--- src/rtl/sdrx_pkg.sv ---
package sdrx_pkg;
  localparam int SEL_W = 2;
  localparam int IF_W  = 2;
  localparam int CFG_W = SEL_W + IF_W;

  typedef enum logic [SEL_W-1:0] {
    CK_EXT       = 2'd0,
    CK_MOD       = 2'd1,
    CK_MOD_DIV_F = 2'd2,
    CK_MOD_DIV_R = 2'd3
  } clkSelE;

  typedef enum logic [1:0] {
    M_WAIT    = 2'd0,
    M_MEASURE = 2'd1,
    M_LOCKED  = 2'd2
  } manPhaseE;

  typedef struct packed {
    logic extRise;
    logic extFall;
    logic modRise;
    logic modFall;
    logic datRise;
    logic datFall;
  } rxEdgeT;

  typedef struct packed {
    logic capture;
    logic useManch;
    logic manchBit;
  } rxStrobeT;
endpackage

--- src/rtl/sdrxDatapath.sv ---
module sdrxDatapath
  import sdrx_pkg::*;
#(
  parameter int SYNC_STAGES = 2
) (
  input  logic     clk,
  input  logic     rstN,
  input  logic     chanEn,
  input  logic     serClkIn,
  input  logic     modClk,
  input  logic     serDataIn,
  input  rxStrobeT strb,
  output rxEdgeT   edges,
  output logic     sampleValid,
  output logic     sampleBit
);
  localparam int LINES = 3;

  logic [LINES-1:0] rawIn;
  logic [SYNC_STAGES-1:0][LINES-1:0] syncPipe;
  logic [LINES-1:0] cur, prev, rise, fall;

  assign rawIn = {serDataIn, modClk, serClkIn};
  assign cur   = syncPipe[SYNC_STAGES-1];

  always_ff @(posedge clk) begin
    if (!rstN) begin
      syncPipe <= '0;
      prev     <= '0;
    end else begin
      syncPipe <= {syncPipe[SYNC_STAGES-2:0], rawIn};
      prev     <= cur;
    end
  end

  for (genvar i = 0; i < LINES; i++) begin : g_edge
    assign rise[i] = cur[i] & ~prev[i];
    assign fall[i] = ~cur[i] & prev[i];
  end

  assign edges = '{extRise: rise[0], extFall: fall[0],
                   modRise: rise[1], modFall: fall[1],
                   datRise: rise[2], datFall: fall[2]};

  always_ff @(posedge clk) begin
    if (!rstN) begin
      sampleValid <= 1'b0;
      sampleBit   <= 1'b0;
    end else begin
      sampleValid <= strb.capture & chanEn;
      if (strb.capture) sampleBit <= strb.useManch ? strb.manchBit : cur[2];
    end
  end

  p_no_valid_off_r10: assert property (@(posedge clk) disable iff (!rstN)
    !chanEn |=> !sampleValid);
  p_valid_pulse_r10: assert property (@(posedge clk) disable iff (!rstN)
    sampleValid |=> !sampleValid);
  p_manch_on_edge_r6: assert property (@(posedge clk) disable iff (!rstN)
    (strb.capture && strb.useManch) |-> (edges.datRise || edges.datFall));
endmodule

--- src/rtl/sdrxControl.sv ---
module sdrxControl
  import sdrx_pkg::*;
#(
  parameter int CNT_W = 10
) (
  input  logic             clk,
  input  logic             rstN,
  input  logic             chanEn,
  input  logic             cfgWrEn,
  input  logic [CFG_W-1:0] cfgWrData,
  input  rxEdgeT           edges,
  output rxStrobeT         strb,
  output logic [CFG_W-1:0] cfgRdData
);
  localparam logic [CNT_W-1:0] GAP_MAX = '1;

  logic [CFG_W-1:0] cfgReg;
  clkSelE           clkSel;
  logic             isManch, fallSample;
  logic             clkHit, divMode, halfTog, clkCapture;
  manPhaseE         manPhase;
  logic [CNT_W-1:0] gapCnt, period, thresh;
  logic             datEdge, manAccept;

  assign clkSel     = clkSelE'(cfgReg[CFG_W-1:IF_W]);
  assign isManch    = cfgReg[1];
  assign fallSample = cfgReg[0];
  assign cfgRdData  = cfgReg;

  always_ff @(posedge clk) begin
    if (!rstN) cfgReg <= '0;
    else if (cfgWrEn && !chanEn) cfgReg <= cfgWrData;
  end

  always_comb begin
    divMode = 1'b0;
    unique case (clkSel)
      CK_EXT:       clkHit = fallSample ? edges.extFall : edges.extRise;
      CK_MOD:       clkHit = fallSample ? edges.modFall : edges.modRise;
      CK_MOD_DIV_F: begin clkHit = edges.modFall; divMode = 1'b1; end
      CK_MOD_DIV_R: begin clkHit = edges.modRise; divMode = 1'b1; end
      default:      clkHit = 1'b0;
    endcase
  end

  assign clkCapture = !isManch && clkHit && (!divMode || halfTog);

  always_ff @(posedge clk) begin
    if (!rstN || !chanEn) halfTog <= 1'b0;
    else if (!isManch && divMode && clkHit) halfTog <= ~halfTog;
  end

  assign datEdge   = edges.datRise | edges.datFall;
  assign thresh    = period - (period >> 2);
  assign manAccept = isManch && datEdge && (manPhase != M_LOCKED || gapCnt >= thresh);

  always_ff @(posedge clk) begin
    if (!rstN || !chanEn) begin
      manPhase <= M_WAIT;
      gapCnt   <= '0;
      period   <= '0;
    end else if (manAccept) begin
      gapCnt <= '0;
      if (manPhase == M_WAIT) manPhase <= M_MEASURE;
      else if (manPhase == M_MEASURE) begin
        manPhase <= M_LOCKED;
        period   <= gapCnt;
      end
    end else if (gapCnt != GAP_MAX) begin
      gapCnt <= gapCnt + 1'b1;
    end
  end

  assign strb = '{capture:  clkCapture | manAccept,
                  useManch: isManch,
                  manchBit: edges.datRise ? cfgReg[0] : ~cfgReg[0]};

  p_cfg_locked_r9: assert property (@(posedge clk) disable iff (!rstN)
    chanEn |=> $stable(cfgReg));
  p_toggle_clear_r4: assert property (@(posedge clk) disable iff (!rstN)
    !chanEn |=> !halfTog);
  p_div_alternate_r5: assert property (@(posedge clk) disable iff (!rstN)
    (clkCapture && divMode) |=> !halfTog);
endmodule

--- src/rtl/sdBitRx.sv ---
module sdBitRx
  import sdrx_pkg::*;
#(
  parameter int SYNC_STAGES = 2,
  parameter int CNT_W       = 10
) (
  input  logic       clk,
  input  logic       rstN,
  input  logic       chanEn,
  input  logic       cfgWrEn,
  input  logic [3:0] cfgWrData,
  output logic [3:0] cfgRdData,
  input  logic       serClkIn,
  input  logic       modClk,
  input  logic       serDataIn,
  output logic       sampleValid,
  output logic       sampleBit
);
  rxEdgeT   edges;
  rxStrobeT strb;

  sdrxControl #(.CNT_W(CNT_W)) u_ctrl (
    .clk(clk), .rstN(rstN), .chanEn(chanEn),
    .cfgWrEn(cfgWrEn), .cfgWrData(cfgWrData),
    .edges(edges), .strb(strb), .cfgRdData(cfgRdData)
  );

  sdrxDatapath #(.SYNC_STAGES(SYNC_STAGES)) u_dp (
    .clk(clk), .rstN(rstN), .chanEn(chanEn),
    .serClkIn(serClkIn), .modClk(modClk), .serDataIn(serDataIn),
    .strb(strb), .edges(edges),
    .sampleValid(sampleValid), .sampleBit(sampleBit)
  );
endmodule

--- config.mk ---
export PLATFORM = sky130hd
export DESIGN_NAME = sdBitRx
export DESIGN_NICKNAME = d
export VERILOG_FILES = /design/src/rtl/sdrx_pkg.sv /design/src/rtl/sdrxDatapath.sv /design/src/rtl/sdrxControl.sv /design/src/rtl/sdBitRx.sv
export SDC_FILE = /design/constraint.sdc
export NUM_CORES = 1
export LEC_CHECK = 0
export BUFFER_PORTS_ARGS = -buffer_cell sky130_fd_sc_hd__clkbuf_2
export CAP_MARGIN = 5
export CORE_MARGIN = 5
export CORE_UTILIZATION = 35
export DETAILED_ROUTE_END_ITERATION = 10
export PLACE_DENSITY = 0.49
export SLEW_MARGIN = 15
export SYNTH_ARGS = -nofsm -noshare
export SYNTH_HDL_FRONTEND = slang
export SYNTH_SLANG_ARGS = --single-unit
--- constraint.sdc ---
create_clock -name clk -period 3.35 [get_ports clk]
set_input_delay 0.5025 -clock clk [delete_from_list [all_inputs] [get_ports clk]]
set_output_delay 0.5025 -clock clk [all_outputs]
set_load 0.005 [all_outputs]
==> reports/metrics.cfg <==
[yosys]
synth_top_area_frac=0.362
syn-mean-instance-area_um2=8.60
yosysSeqAreaShare=0.362
ys.warnings.count=0
synth_most_common_cell=dfxtp_1
synth_seq_cells=38
synth_area_leader_cell=dfxtp_1
synth-main-ff-cell=dfxtp_1
synth_cell_types=42
ys_top_cells_by_count=38 x dfxtp_1, 29 x nand2_1, 28 x nor2_1
synth_cells=244
synthesis.nets=276
synth_area_um2=2100
yosys-top-cells-area=dfxtp_1 36%, ha_1 12%, nand2_1 5.2%, nor2_1 5.0%, xnor2_1 4.6%
async_flop_share=0
synth_edf_count=0

[run]
drv_cap=0

[critical_path]
crit_top_cell=a21o_1
worst-path-max-fanout=5
critPathMaxStageDelay_ps=380
worstSetupStartpointType=flop
cp-end-kind=flop
r2r_end=u_ctrl.gapCnt[2]
critical_path_class=flop to flop
slowest_stage=or3_1
r2r_start=u_ctrl.period[3]
crit_required_ps=3580
ff2ff_path_depth=14
arrival_ps=3370
path_cells=inv_2 > ha_1 > a21o_1 > a21o_1 > a311oi_2 > or3_1 > xnor2_1 > ha_1 > a21o_1 > a21o_1 > a2111oi_2 > or2_4 > nand4_4 > nor3_2
r2r_slack_ps=210

[route]
dr.pass1.iters=4
routed_via_density=4.80
ant_nets=0
drt_wl_total_mm=4.33
vias=1661
drc=0
wire_per_inst_um=12.5
drtIter0Drc=25

[floorplan]
dieArea_um2=7650
ioPinCount=17
start_util=0.357
core_um2=5890
fp.dieW_um=87.5
core.rowCount=28
die_y_um=87.5

[global_route]
grt_pass1_wl_mm=7.21
grt_use_total=0.122
overflow=0
grt_max_degree=17
first_global_vias=1576
antenna_found_initial=0

[clock_tree]
root_buffer=clkbuf_8
insertion_delay_ps=300
path_clk_slew_ps=80
numCtsBuffers=5
clockBufferDepth=2
numClockSinks=38
htreeDepth=2
cts_tree=done

[worst_hold_path]
hp-class=input port to flop
holdPathEnd=u_dp.syncPipe[0]
hold_path_depth=2
hold_path_startpoint=serClkIn

[pwr]
p_leak_nw=0.962
ir_worst_vdd_v=0.000194
pwr_density_cell_nw_per_um2=398

[timing]
fin_crit_sh=0.937
slew_headroom=0.518
hold_viol=0
max_slew.worst_pin.slew_ps=715
finalSetupTns_ps=0
fmax_ghz=0.318
period_needed_ps=3140
clock_skew_ps=5.48
slew_viol_final=0
finalSetupViolations=0

[finish]
syn2layout_area_growth_pct=19.0
nets=302
insertedDiodeCount=0
drive_above_1_share=0.196
fillers=602
stdcell_area_um2=2500

[placed_design]
placed_area_um2=2290
place_congestion=0.828
dp_hpwl_mm=3.15
io_buffers=16

[run_status]
status=complete, no violations

==> metal layers <==
metal / part of all wire / GRT usage
met1: 0.52 / 0.166
met2: 0.43 / 0.179
met3: 0.028 / 0.0341
met4: 0.016 / 0.0516
met5: 0 / 0
==> sequential cells by signal, summed over array words and instances, names as in the netlist <==
| signal | flops |
|---|---|
| u_dp.sampleValid | 1 |
| u_ctrl.halfTog | 1 |
| u_dp.cur | 3 |
| u_ctrl.gapCnt | 10 |
| u_dp.sampleBit | 1 |
| u_dp.syncPipe | 3 |
| u_dp.prev | 3 |
| u_ctrl.cfgRdData | 4 |
| u_ctrl.manPhase | 2 |
| u_ctrl.period | 10 |
==> kinds of logic after synthesis <==
| group | synth area share |
|---|---|
| buffers and inverters | 0.0483 |
| and+or+nand+nor | 0.230 |
| AOI/OAI and AO/OA | 0.139 |
| DFF | 0.362 |
| muxes | 0.0286 |
| xor gates and xnor gates | 0.0626 |
| adders and majority gates | 0.129 |
==> critical path, delay by kind of cell (launching register included) <==
family / cells / cell delay [ps]
fa+ha+maj: 2 / 570
flops: 1 / 340
buf+inv: 1 / 50
compound gates: 6 / 1020
simple gates: 4 / 940
xor+xnor: 1 / 140
==> metrics by stage <==
stage / power, W / instances / util / setup WS (ps) / hold slack, ps
5_1_grt: 0.00104 / 346 / 0.424 / -65.2 / 403
4_1_cts: 0.00101 / 343 / 0.415 / 13.2 / 390
2_1_floorplan: 0.000510 / 244 / - / 76.0 / 412
3_3_place_gp: 0.000528 / 335 / 0.389 / 9.59 / 414
6_report: 0.000993 / 346 / 0.424 / 210 / 401
3_5_place_dp: 0.000528 / 335 / 0.389 / -33.7 / 421
==> placed cells by master (no fill, tap or decap), types with 6 or more instances in the layout <==
master and instances:
dfxtp_1 37, nand2_1 29, nor2_1 28, inv_1 18, ha_1 18, clkbuf_2 16
a21oi_1 14, and2_1 12, xnor2_1 11, buf_4 8, mux2i_1 6
==> worst max-delay path by stage <==
stage / end / startpoint / slack, ps
floorplan: u_ctrl.gapCnt[2] / u_ctrl.period[2] / 80
global placement: u_ctrl.gapCnt[2] / u_ctrl.period[3] / 10
detailed placement: u_ctrl.gapCnt[2] / u_ctrl.period[0] / -30
CTS: u_ctrl.gapCnt[2] / u_ctrl.period[3] / 10
global route: u_dp.sampleBit / u_ctrl.period[0] / -70
finish: u_ctrl.gapCnt[2] / u_ctrl.period[3] / 210
==> cell type report <==
type	instances	area (µm²)	share of cell area
tap	75	93.8	0.0376
clock inverter	3	68.8	0.0276
inverter	20	75.1	0.0301
timing repair buffer	24	140	0.0561
clock buffer	5	68.8	0.0276
sequential	38	762	0.305
multi-input combinational	181	1290	0.516
==> timing repair <==
action	CTS	global route
hold buffers	0	0
resized for setup	2	9
gates cloned	0	1
pin swaps	0	14
endpoints found under the setup margin	3	12
buffers inserted	0	3
==> power by group <==
part,leakage (nW),switching [W],internal [W]
sequential,0.309,0.00000847,0.000461
combinational,0.585,0.0000250,0.0000234
clock,0.0683,0.000177,0.000298
total,0.962,0.000211,0.000782
Power figures use the tool's default switching activity.
